--- config.mk ---
export PLATFORM = sky130hd
export DESIGN_NAME = tile_scan_agen
export DESIGN_NICKNAME = d
export VERILOG_FILES = /design/src/rtl/tile_scan_agen.sv
export SDC_FILE = /design/constraint.sdc
export NUM_CORES = 1
export LEC_CHECK = 0
export CAP_MARGIN = 15
export CORE_ASPECT_RATIO = 1.5
export CORE_UTILIZATION = 45
export CTS_CLUSTER_SIZE = 10
export DETAILED_ROUTE_END_ITERATION = 10
export PLACE_DENSITY = 0.73
export SKIP_LAST_GASP = 1
export SYNTH_ARGS = -nofsm -noshare
export SYNTH_HDL_FRONTEND = slang
export SYNTH_SLANG_ARGS = --single-unit
--- constraint.sdc ---
create_clock -name clk -period 10.2 [get_ports clk]
set_input_delay 1.02 -clock clk [delete_from_list [all_inputs] [get_ports clk]]
set_output_delay 1.02 -clock clk [all_outputs]
set_load 0.03 [all_outputs]
--- src/rtl/tile_scan_agen.sv ---
module tile_scan_agen #(
  parameter int BURST_BYTES = 64,
  parameter int LINE_W      = 12,
  parameter int COL_W       = 6
) (
  input  logic              clk,
  input  logic              rst_n,
  input  logic              enable,
  input  logic              frame_start,
  input  logic [22:0]       tbl_ptr,
  input  logic [COL_W-1:0]  tiles_wide,
  input  logic [8:0]        part_px,
  input  logic [1:0]        depth,
  input  logic [LINE_W-1:0] frame_lines,
  output logic              rd_valid,
  input  logic              rd_ready,
  output logic              rd_tbl,
  output logic [31:0]       rd_addr,
  input  logic              tbl_valid,
  input  logic [15:0]       tbl_data,
  output logic              fetch_on
);
  localparam int NB  = 512 / BURST_BYTES;
  localparam int BW  = (NB > 1) ? $clog2(NB) : 1;
  localparam int BSH = $clog2(BURST_BYTES);

  typedef enum logic [1:0] {S_IDLE, S_TREQ, S_TWAIT, S_PIX} st_t;
  st_t st;

  logic [LINE_W-1:0] line;
  logic [COL_W-1:0]  tcol;
  logic [BW-1:0]     beat;
  logic [15:0]       rowbase, entry, cidx;
  logic              cval, run;
  logic [1:0]        stale;

  logic [1:0]  sh;
  logic [10:0] pbytes, pbeats, last_beat;
  logic [COL_W:0] cols;
  logic on_part, beat_end, col_end, line_end, hs, fresh, cons;
  logic [15:0] idx, n_rowbase, n_idx;
  logic [COL_W-1:0] n_tcol;

  assign sh        = (depth == 2'd0) ? 2'd0 : (depth == 2'd1) ? 2'd1 : 2'd2;
  assign pbytes    = {2'b0, part_px} << sh;
  assign pbeats    = (pbytes + 11'(BURST_BYTES - 1)) >> BSH;
  assign cols      = {1'b0, tiles_wide} + (COL_W+1)'(|part_px);
  assign on_part   = (|part_px) && (tcol == tiles_wide);
  assign last_beat = on_part ? (pbeats - 11'd1) : 11'(NB - 1);
  assign beat_end  = 11'(beat) == last_beat;
  assign col_end   = {1'b0, tcol} == (cols - (COL_W+1)'(1));
  assign line_end  = line == (frame_lines - LINE_W'(1));
  assign idx       = rowbase + 16'(tcol);
  assign n_tcol    = col_end ? '0 : tcol + COL_W'(1);
  assign n_rowbase = (col_end && line[6:0] == 7'h7f) ? rowbase + 16'(cols) : rowbase;
  assign n_idx     = n_rowbase + 16'(n_tcol);

  assign rd_valid = (st == S_TREQ) || (st == S_PIX);
  assign rd_tbl   = (st == S_TREQ);
  assign rd_addr  = rd_tbl ? ({tbl_ptr, 9'h0} + {15'h0, idx, 1'b0})
                           : ({entry, 16'h0} + {16'h0, line[6:0], 9'h0} + (32'(beat) << BSH));
  assign fetch_on = run;

  assign hs    = rd_valid && rd_ready;
  assign cons  = tbl_valid && (stale != 2'd0);
  assign fresh = tbl_valid && (stale == 2'd0) && (st == S_TWAIT);

  always_ff @(posedge clk) begin
    if (!rst_n) begin
      st <= S_IDLE; run <= 1'b0; stale <= '0;
      line <= '0; tcol <= '0; beat <= '0; rowbase <= '0;
      entry <= '0; cidx <= '0; cval <= 1'b0;
    end else if (frame_start) begin
      stale   <= stale - 2'(cons) + 2'((st == S_TWAIT) && !fresh) + 2'((st == S_TREQ) && hs);
      run     <= enable;
      line    <= '0; tcol <= '0; beat <= '0; rowbase <= '0; cval <= 1'b0;
      st      <= (enable && |frame_lines) ? S_TREQ : S_IDLE;
    end else begin
      stale <= stale - 2'(cons);
      case (st)
        S_TREQ:  if (hs) st <= S_TWAIT;
        S_TWAIT: if (fresh) begin
          entry <= tbl_data; cidx <= idx; cval <= 1'b1; beat <= '0; st <= S_PIX;
        end
        S_PIX: if (hs) begin
          if (!beat_end) beat <= beat + BW'(1);
          else begin
            beat    <= '0;
            tcol    <= n_tcol;
            rowbase <= n_rowbase;
            if (col_end) line <= line + LINE_W'(1);
            if (col_end && line_end)         st <= S_IDLE;
            else if (cval && n_idx == cidx)  st <= S_PIX;
            else                             st <= S_TREQ;
          end
        end
        default: ;
      endcase
    end
  end


  hold_req_chk: assert property (@(posedge clk) disable iff (!rst_n)
    rd_valid && !rd_ready && !frame_start |=> rd_valid && $stable(rd_addr) && $stable(rd_tbl));

  quiet_off_chk: assert property (@(posedge clk) disable iff (!rst_n)
    !fetch_on |-> !rd_valid);

  latch_en_chk: assert property (@(posedge clk) disable iff (!rst_n)
    frame_start |=> fetch_on == $past(enable));

  restart_chk: assert property (@(posedge clk) disable iff (!rst_n)
    frame_start && enable && (|frame_lines) |=> rd_valid && rd_tbl && rd_addr == {$past(tbl_ptr), 9'h0});

  stale_bound_chk: assert property (@(posedge clk) disable iff (!rst_n)
    stale != 2'd3);
endmodule

**Word-level counts from Yosys, hierarchy flattened**

Index checks and enable logic that the tools add are counted.

- Add/sub/neg operators: 17
- Equality and inequality tests: 16
- Shifts and indexed selects: 1
- Muxes and demuxes: 20
- Bitwise gates (word level): 2
- Reduce and logical (&&, ||, !) cells: 27

Operator list:

| kind | number |
|---|---|
| $add 16x6->16 | 2 |
| $add 32x16->32 | 1 |
| $add 32x17->32 | 1 |
| $add 32x9->32 | 1 |
| $mux 32 | 1 |
| $mux 2 | 10 |
| $add 16x7->16 | 1 |
| $eq 16x16->1 | 1 |
| $mux 16 | 1 |
| $add 12x1->12 const B | 1 |
| $eq 12x12->1 | 1 |
| $reduce_or 12->1 | 1 |
| $sub 12x1->12 const B | 1 |
| $add 11x6->11 const B | 1 |
| $eq 3x11->1 | 1 |
| $logic_and 1x1->1 | 11 |
| $mux 11 | 1 |
| $shl 9x2->11 | 1 |
| $mux 3 | 3 |
| $ne 3x3->1 const B | 3 |
| $reduce_and 3->1 | 3 |
| $reduce_or 9->1 | 1 |
| $add 6x1->7 | 1 |
| $eq 6x7->1 | 1 |
| other kinds (26) | 33 |

- Register bits: 75
- Input port bits: 74
- Output and inout port bits: 35
- Word-level logic and storage cells: 93

**Logic depth before layout (Yosys ltp)**

Gate-level depths: netlist of run 1.

- Word-level depth: 15
- Depth in mapped cells: 29
- Depth with buffers taken out: 28

**Worst setup path before layout of run 1**

Ideal clock, no wire load.

- Path kind: in2reg
- From: input part_px[1]
- To: register st[1]
- Library setup time: 0.073 ns
- Arrival: 6.655 ns
- Required time: 10.127 ns
- Slack: 3.472 ns
- Stages: 29
- Path buffers: 2
- Path through: or4_1 -> nor2_1 -> nand2_1 -> ha_1 -> ha_1 -> inv_1 -> ha_1 -> o211a_1 -> a32oi_1 -> xnor2_1 -> or3_1 -> nor2_1 -> clkbuf_1 -> clkbuf_1 -> nor2_1 -> ha_1 -> inv_1 -> fa_1 -> nor2b_1 -> o21ai_0 -> a21boi_0 -> o21ai_0 -> nor2b_1 -> xnor2_1 -> xnor2_1 -> or4_1 -> a211oi_1 -> nand4_1 -> o22ai_2

RTL lines:

| item | line | text |
|---|---|---|
| from (decl) | 12 | `input logic [8:0] part_px,` |
| $reduce_or 9->1 | 47 | `assign cols = {1'b0, tiles_wide} + (COL_W+1)'(\|part_px);` |
| $add 6x1->7 | 47 |  |
| $sub 7x1->7 | 51 | `assign col_end = {1'b0, tcol} == (cols - (COL_W+1)'(1));` |
| $eq 6x7->1 | 51 |  |
| $mux 6 | 54 | `assign n_tcol = col_end ? '0 : tcol + COL_W'(1);` |
| named net n_tcol[0] | 42 | `logic [COL_W-1:0] n_tcol;` |
| $add 16x6->16 | 56 | `assign n_idx = n_rowbase + 16'(n_tcol);` |
| $eq 16x16->1 | 93 | `else if (cval && n_idx == cidx) st <= S_PIX;` |
| $logic_and 1x1->1 | 93 |  |
| $mux 2 | 93 |  |
| $mux 2 | 92 | `if (col_end && line_end) st <= S_IDLE;` |
| $mux 2 | 86 | `if (!beat_end) beat <= beat + BW'(1);` |
| $mux 2 | 85 | `S_PIX: if (hs) begin` |
| $pmux 2 s3 | 80 | `case (st)` |
| $mux 2 | 73 | `end else if (frame_start) begin` |
| to (signal assigned) | 77 | `st <= (enable && \|frame_lines) ? S_TREQ : S_IDLE;` |
| to (decl) | 28 | `st_t st;` |

The timed path passes the listed nets, and every way through them passes these cells. The select of a mux whose other input is x is not followed.
A chain may end at the register's enable or synchronous reset.

**Worst setup path in the final report of run 1**

- From: input part_px[1]
- To: register st[1]

- Word-level cells in the longest chain between the ends: 15

RTL lines:

| item | line | text |
|---|---|---|
| $reduce_or 9->1 * | 47 |  |
| $add 6x1->7 * | 47 |  |
| $sub 7x1->7 | 51 |  |
| $eq 6x7->1 | 51 |  |
| $logic_and 1x1->1 | 55 | `assign n_rowbase = (col_end && line[6:0] == 7'h7f) ? rowbase + 16'(cols) : rowbase;` |
| $mux 16 * | 55 |  |
| named net n_rowbase[1] | 41 | `logic [15:0] idx, n_rowbase, n_idx;` |
| $add 16x6->16 * | 56 |  |
| $eq 16x16->1 * | 93 |  |
| $logic_and 1x1->1 * | 93 |  |
| $mux 2 * | 93 |  |
| $mux 2 * | 92 |  |
| $mux 2 * | 86 |  |
| $mux 2 * | 85 |  |
| $pmux 2 s3 * | 80 |  |
| $mux 2 * | 73 |  |

The timed path passes the listed nets; every way through them passes the cells marked *. The select of a mux whose other input is x is not followed.

==> results of run 1 <==
-- per-stage QoR --
step	cells	setup WS (ns)	hold WS (ns)	power (mW)
after floorplan	953	3.472	0.4258	0.4016
after global placement	1208	2.530	0.4467	0.4603
after detailed placement	1208	2.341	0.4523	0.4618
after CTS	1223	2.667	0.4608	0.7684
after global routing	1223	2.045	0.4765	0.7987
final	1223	2.641	0.4576	0.7611
-- synth_stat cells (all sizes together), types with 14 or more instances --
master  count
nor2       97
clkbuf     46
ha         37
xnor2      65
dfxtp      75
mux2i      17
and3       18
nor3       14
and2       22
nand2     132
xor2       65
o21ai      55
nor2b      14
a21boi     20
a21oi      28
inv        31
nand3      31
nand4      23
-- area by class of cell --
| type | instances | area, um^2 | area share, % |
|---|---|---|---|
| Clock buffer | 12 | 256.5 | 3.016 |
| Clock inverter | 3 | 23.77 | 0.2796 |
| Inverter | 31 | 116.4 | 1.368 |
| Multi-Input combinational cell | 790 | 5240 | 61.62 |
| Sequential cell | 75 | 1501 | 17.66 |
| Tap cell | 199 | 249.0 | 2.928 |
| Timing Repair Buffer | 113 | 1116 | 13.13 |
-- worst reg2reg max path: cells and delay by family (launching register included) --
kind            cells  cell delay [ns]
flops               1             0.51
fa+ha+maj           1             0.44
compound gates      8             1.57
buf+inv             1             0.11
xor+xnor            3             0.60
simple gates        6             1.93
-- flip-flops by register name (all words and copies together), names as in the netlist --
signal,flops
entry,16
beat,3
cval,1
cidx,16
stale,2
tcol,6
line,12
st,2
rowbase,16
fetch_on,1
-- how the worst max path moves through the flow --
stage | startpoint | end | slack (ns) | cells past startpoint
floorplan | part_px[1] | st[1] | 3.47 | 29
global placement | part_px[1] | st[1] | 2.53 | 26
detailed placement | part_px[1] | st[1] | 2.34 | 26
CTS | part_px[1] | st[1] | 2.67 | 26
global route | part_px[1] | st[1] | 2.04 | 28
finish | part_px[1] | st[1] | 2.64 | 27
-- where the power goes --
part / internal, mW / switching, mW / total [mW] / leakage (nW)
sequential: 0.298 / 0.00366 / 0.301 / 0.605
clock: 0.177 / 0.128 / 0.305 / 0.131
combinational: 0.0748 / 0.0797 / 0.155 / 2.50
-- cells by family (layout without fill, tap and decap cells) --
kind of cell | Yosys count | count (layout) | share of synthesized area, %
compound gates | 174 | 174 | 16.55
xor+xnor | 132 | 132 | 16.72
fa+ha+maj | 42 | 42 | 7.946
buf+inv | 88 | 159 | 4.997
flops | 75 | 75 | 21.19
mux | 19 | 19 | 2.719
other cells | 1 | 1 | 0.05292
simple gates | 422 | 422 | 29.83
-- per-layer routing --
metal / vias up / global-route usage, % / share of wire [%]
met5: - / 0 / 0
met4: 0 / 9.864 / 3.1
met3: 48 / 5.931 / 5.2
met2: 178 / 44.53 / 50
met1: 3120 / 26.81 / 42
li1: 3426 / - / -
==> results.yml, run 1 <==
status:
  outcome: "completed"
clocking:
  root_buffer: "clkbuf_16"
  cts_buffers: 9
  cts_buffer_depth: 2
  cts_max_level: 3
  cts_setup_buffers: 0
  cts_tree: "yes"
  cts_resized: 0
  insertion_delay_ns: 0.34
  cts_hold_buf: 0
  clk_pin_slew_ns: 0.06
  cts.sinks: 75
placement:
  placement.io_buffers: 107
  place.gp.congestion: 0.9948
  dp_hpwl_um: 14820
  place_area_mm2: 0.008223
critical_path:
  path_buf_inv: 3
  crit_path_max_fanout: 12
  worstSetupPathType: "input pin to flop"
  r2r_cells: 19
  cpPeakStageDelay_ns: 0.59
  r2r-start: "tcol[3]"
  critPathSlowestCell: "or4_4"
  cp.arrival_ns: 7.83
  start_kind: "input pin"
  crit_family: "simple AND/OR/NAND/NOR gates"
  crit_required_ns: 10.47
  r2r-end: "st[1]"
  rrSetupSlack_ns: 4.98
  end_kind: "flop"
sta:
  finClkSkew_ns: 0.003788
  fmax_ghz: 0.1323
  fin_crit_sh_pct: 74.11
  rsz0062_at_grt: "false"
  setup_violations: 0
  min_period_ns: 7.559
  finalSetupTns_ns: 0
  relSlewSlack_pct: 37.07
  finalHoldViolations: 0
  tightest_slew_ns: 0.9353
  drv_slew: 0
synthesis:
  seq_area_frac_synth_pct: 21.19
  syn_inst: 953
  synth_ff_type: "dfxtp_1"
  synth_edf_count: 0
  yosys.area.top_type: "dfxtp_1"
  synth_area_leaders: "dfxtp_1, xnor2_1, xor2_1"
  avgSynthCellArea_um2: 7.435
  synth_top_cell_area_share_pct: 21.19
  yosys_warnings: 0
  async_reset_ff_share_pct: 0
  ys_ff_latch: 75
  syn_area_mm2: 0.007086
  syn-num-nets: 1069
  ys_types: 74
power:
  pwr_density_cell_mw_per_mm2: 89.51
  leakagePower_nw: 3.232
  peakVddDrop_v: 0.00006964
floorplan:
  rows: 55
  core_mm2: 0.01521
  die_y_um: 155.7
  ioPinCount: 109
  initial_core_util_pct: 46.59
  die_x_um: 104.5
  fp.dieArea_mm2: 0.01626
global_routing:
  grt_pass1_wl_um: 32060
  grt_max_degree: 56
  antenna_found_initial: 0
  grt_overflow: 0
  track_usage_pct: 24.38
  grt_pass1_vias: 6597
finish:
  layout.nets: 1136
  area_growth_pct: 20.01
  fill_cells: 1475
  finish.utilization_pct: 55.91
  layout.cells.most_common: "nand2_1"
  stdcell_area_mm2: 0.008503
  n_antenna_cell: 0
  drive_gt1_share_pct: 3.516
  final_cell_mix: "nand2_1, clkdlybuf4s50_1, nor2_1"
route:
  drt-initial-drc-count: 432
  wl_per_cell_um: 15.85
  post-route-drc-count: 0
  postRouteAntennaNets: 0
  num_vias: 6772
  post_drt_via_cell_ratio: 5.537
  drt-total-wl_um: 19390
  drt-pass1-iter-count: 5
run:
  drv_cap: 0
worst_hold_path:
  min_to: "cval"
  hold-path-cell-count: 2
  hold_class: "flop to flop"
  worstHoldStart: "cval"
Power figures use the tool's default switching activity.
==> run 2: changes to the inputs <==
PLACE_DENSITY = 0.75   (was 0.73)
clock period = 6.3 ns   (was 10.2 ns; I/O delays follow)
==> results.yml, run 2 (same netlist as run 1, synthesis figures left out) <==
status:
  outcome: "completed"
clocking:
  cts_tree: "yes"
  cts_setup_buffers: 0
  root_buffer: "clkbuf_16"
  cts.sinks: 75
  clk_pin_slew_ns: 0.06
  cts_buffer_depth: 2
  insertion_delay_ns: 0.35
  cts_buffers: 9
  cts_max_level: 3
sta:
  layout_setup_ws_ns: 0.05809
  fmax_ghz: 0.1602
  holdWs_ns: 0.4580
  rsz0062_at_grt: "true"
  setup_violations: 0
  finClkSkew_ns: 0.007857
  tightest_slew_ns: 0.9571
  finalHoldViolations: 0
  relSlewSlack_pct: 36.20
  min_period_ns: 6.242
  fin_crit_sh_pct: 99.08
  drv_slew: 0
critical_path:
  r2r-start: "tcol[3]"
  start_kind: "input pin"
  rrSetupSlack_ns: 1.71
  cp.arrival_ns: 6.52
  crit_start: "part_px[1]"
  r2r-end: "st[1]"
  crit_required_ns: 6.58
  worstSetupPathType: "input pin to flop"
  crit_path_max_fanout: 5
  r2r_cells: 19
  endpoint: "st[1]"
  end_kind: "flop"
global_routing:
  grt_pass1_vias: 7107
  antenna_found_initial: 0
  grt_overflow: 0
  grt_max_degree: 56
  track_usage_pct: 25.12
  grt_pass1_wl_um: 33110
route:
  post_drt_via_cell_ratio: 5.512
  drt-initial-drc-count: 331
  drt-total-wl_um: 19810
  postRouteAntennaNets: 0
  num_vias: 7033
  wl_per_cell_um: 15.52
  post-route-drc-count: 0
  drt-pass1-iter-count: 5
power:
  pwr_density_cell_mw_per_mm2: 140.0
  power_mw: 1.253
  leakagePower_nw: 3.680
  peakVddDrop_v: 0.0001318
finish:
  finish.utilization_pct: 58.83
  n_antenna_cell: 0
  final_cell_mix: "nand2_1, nor2_1, clkdlybuf4s50_1"
  reg_top3: "cidx x16, entry x16, rowbase x16"
  drive_gt1_share_pct: 9.099
  area_growth_pct: 26.28
  layout.nets: 1188
  layout.cells.most_common: "nand2_1"
  stdcell_area_mm2: 0.008947
placement:
  post-place-ws_ns: -0.4003
  placement.io_buffers: 107
  place.gp.congestion: 0.8824
  place_area_mm2: 0.008626
  dp_hpwl_um: 15360
floorplan:
  ioPinCount: 109
  die_x_um: 104.5
  fp.dieArea_mm2: 0.01626
  rows: 55
  core_mm2: 0.01521
  die_y_um: 155.7
  initial_core_util_pct: 46.59
worst_hold_path:
  hold_class: "flop to flop"
run:
  drv_cap: 0
[run 2: how the worst min path moves through the flow]
stage             start       end  slack, ns  cells past startpoint
2_1_floorplan      cval      cval       0.43                      2
3_3_place_gp       cval      cval       0.45                      2
3_5_place_dp       cval      cval       0.45                      2
4_1_cts            cval      cval       0.46                      2
5_1_grt        entry[2]  entry[2]       0.49                      2
6_report           cval      cval       0.46                      2
[run 2: area by class of cell]
class	count	area, um^2
clock inverters	5	37.54
multi-input cells	790	5264
inverters	31	116.4
clock buffers	11	242.7
flip-flops and latches	75	1501
fillers	1423	6261
well taps	199	249.0
repair buffers	165	1536
[run 2: power breakdown]
| part | total (mW) | internal [mW] | leakage (nW) | switching [mW] |
|---|---|---|---|---|
| clock network | 0.493 | 0.279 | 0.132 | 0.214 |
| logic | 0.273 | 0.134 | 2.94 | 0.139 |
| registers | 0.487 | 0.482 | 0.605 | 0.00521 |
[run 2: repair_timing]
| action | in CTS | in global routing |
|---|---|---|
| gates resized for setup | 6 | 23 |
| hold buffers | 0 | 0 |
| endpoints found under the setup margin | 2 | 15 |
| hold endpoints to repair | 0 | 0 |
[run 2: worst max-delay path, cell delays in order]
cell and delay, ns:
clkdlybuf4s50_1 0.39, or4_1 0.57, nor2_2 0.13, nand2_1 0.08
ha_1 0.21, ha_1 0.31, inv_1 0.09, ha_2 0.21
xor2_1 0.18, xnor2_1 0.14, nand4b_1 0.18, or4_4 0.55
nand2b_2 0.24, nand2_1 0.11, o21ai_2 0.07, ha_1 0.27
a21o_1 0.16, a21o_1 0.20, a21o_1 0.17, a21o_1 0.18
a21oi_1 0.23, a21oi_4 0.06, xnor2_1 0.15, or4_1 0.53
a211oi_1 0.23, nand4_1 0.13, o22ai_2 0.10
[run 2: stage by stage]
stage               std cells  TNS, ns
floorplan                 953        0
global route             1276  -0.3627
finish                   1276        0
CTS                      1276        0
global placement         1260  -0.2494
detailed placement       1260  -0.4003
[run 2: per-layer routing]
layer	vias to the layer above	share of wire [%]	track usage [%]
met5	-	0	0
met4	0	3.4	10.20
met3	43	5.5	5.305
met2	198	51	47.87
met1	3247	40	26.49
li1	3545	-	-
==> run 3: changes to the inputs <==
--- a/config.mk
+++ b/config.mk
@@ -8,4 +8,5 @@
 export CAP_MARGIN = 15
 export CORE_ASPECT_RATIO = 1.5
+export CORE_MARGIN = 4
 export CORE_UTILIZATION = 45
 export CTS_CLUSTER_SIZE = 10
==> constraint.sdc (replaced) <==
create_clock -name clk -period 6.3 [get_ports clk]
set_input_delay 0.63 -clock clk [delete_from_list [all_inputs] [get_ports clk]]
set_output_delay 0.63 -clock clk [all_outputs]
set_load 0.05 [all_outputs]
==> results.yml, run 3 (same netlist as run 1, synthesis figures left out) <==
critical_path:
  crit_required_ns: 6.57
  critPathSlowestCell: "or4_4"
  crit_path_max_fanout: 5
  start_kind: "input pin"
  crit_path_frequent_cell: "ha_1"
  rrSetupSlack_ns: 1.65
  r2r_cells: 19
  cpPeakStageDelay_ns: 0.55
  r2r-end: "st[1]"
  cp.arrival_ns: 6.55
  worstSetupPathType: "input pin to flop"
  end_kind: "flop"
  r2r-start: "tcol[3]"
clocking:
  insertion_delay_ns: 0.34
  clk_pin_slew_ns: 0.07
  cts_tree: "yes"
  cts.sinks: 75
  cts_setup_buffers: 0
  root_buffer: "clkbuf_16"
  cts_buffer_depth: 2
  cts_max_level: 3
  cts_hold_buf: 0
  cts_buffers: 9
  cts_resized: 3
power:
  power_mw: 1.337
  leakagePower_nw: 3.707
  peakVddDrop_v: 0.0001138
  pwr_density_cell_mw_per_mm2: 148.5
finish:
  final_cell_mix: "nand2_1, nor2_1, clkdlybuf4s50_1"
  n_antenna_cell: 0
  area_growth_pct: 27.09
  reg_top3: "cidx x16, entry x16, rowbase x16"
  layout.cells.most_common: "nand2_1"
  drive_gt1_share_pct: 9.453
  layout.nets: 1190
  stdcell_area_mm2: 0.009005
floorplan:
  fp.dieArea_mm2: 0.01786
  ioPinCount: 109
  die_y_um: 161.7
  die_x_um: 110.5
  core_mm2: 0.01528
  rows: 55
  initial_core_util_pct: 46.38
run:
  drv_cap: 0
worst_hold_path:
  worstHoldStart: "cval"
  hold_class: "flop to flop"
  hold-path-cell-count: 2
  min_to: "cval"
placement:
  post-place-ws_ns: -0.3545
  place.gp.congestion: 0.9328
  dp_hpwl_um: 15740
  placement.io_buffers: 107
  place_area_mm2: 0.008631
route:
  post-route-drc-count: 0
  drt-pass1-iter-count: 6
  postRouteAntennaNets: 0
  num_vias: 7143
  drt-initial-drc-count: 389
  wl_per_cell_um: 15.80
  drt-total-wl_um: 20190
  post_drt_via_cell_ratio: 5.589
sta:
  finClkSkew_ns: 0.008595
  finalHoldViolations: 0
  rsz0062_at_grt: "true"
  fin_crit_sh_pct: 99.72
  tightest_slew_ns: 0.9269
  holdWs_ns: 0.4596
  relSlewSlack_pct: 38.21
  min_period_ns: 6.283
  setup_violations: 0
  layout_setup_ws_ns: 0.01740
  drv_slew: 0
  fmax_ghz: 0.1592
global_routing:
  grt_max_degree: 56
  grt_pass1_vias: 7032
  track_usage_pct: 22.25
  grt_pass1_wl_um: 33330
  antenna_found_initial: 0
  grt_overflow: 0
status:
  outcome: "completed"
run 3: how the worst max path moves through the flow:
stage	startpoint	to	slack (ns)	cells past startpoint
final	part_px[1]	st[1]	0.02	27
after global routing	part_px[1]	st[1]	-0.36	27
after CTS	part_px[1]	st[1]	-0.03	31
after detailed placement	part_px[1]	st[1]	-0.35	31
after global placement	part_px[1]	st[1]	-0.22	27
after floorplan	part_px[1]	st[1]	0.04	29
run 3: power by group:
| part | total (mW) | internal [mW] | switching, mW |
|---|---|---|---|
| clock | 0.573 | 0.360 | 0.213 |
| sequential | 0.488 | 0.482 | 0.00582 |
| combinational | 0.276 | 0.131 | 0.145 |
run 3: cell type report:
cell class	count	area (um^2)
clock buffer	11	242.7
clock inverter	5	85.08
fill	1398	6272
inverter	31	116.4
multi-input combinational	790	5266
sequential	75	1501
tap	199	249.0
timing repair buffer	167	1544
run 3: stage by stage:
stage	TNS (ns)	util [%]	cells
finish	0	58.94	1278
global route	-0.3571	58.94	1278
CTS	-0.02772	58.66	1278
detailed placement	-0.3545	56.49	1262
global placement	-0.2174	56.49	1262
floorplan	0	-	953
run 3: per-layer routing:
layer | routed length [um] | up-vias | share of wire, % | track usage [%]
met2 | 10360 | 196 | 51 | 41.71
met5 | 0 | - | 0 | 0
li1 | - | 3551 | - | -
met1 | 8050 | 3353 | 40 | 24.26
met4 | 549 | 0 | 2.7 | 7.899
met3 | 1230 | 43 | 6.1 | 5.255
run 3: critical path, delay by kind of cell:
family,cells,cell delay [ns]
xor+xnor,3,0.50
fa+ha+maj,4,1.07
simple gates,10,2.61
buf+inv,4,0.76
compound gates,6,0.98
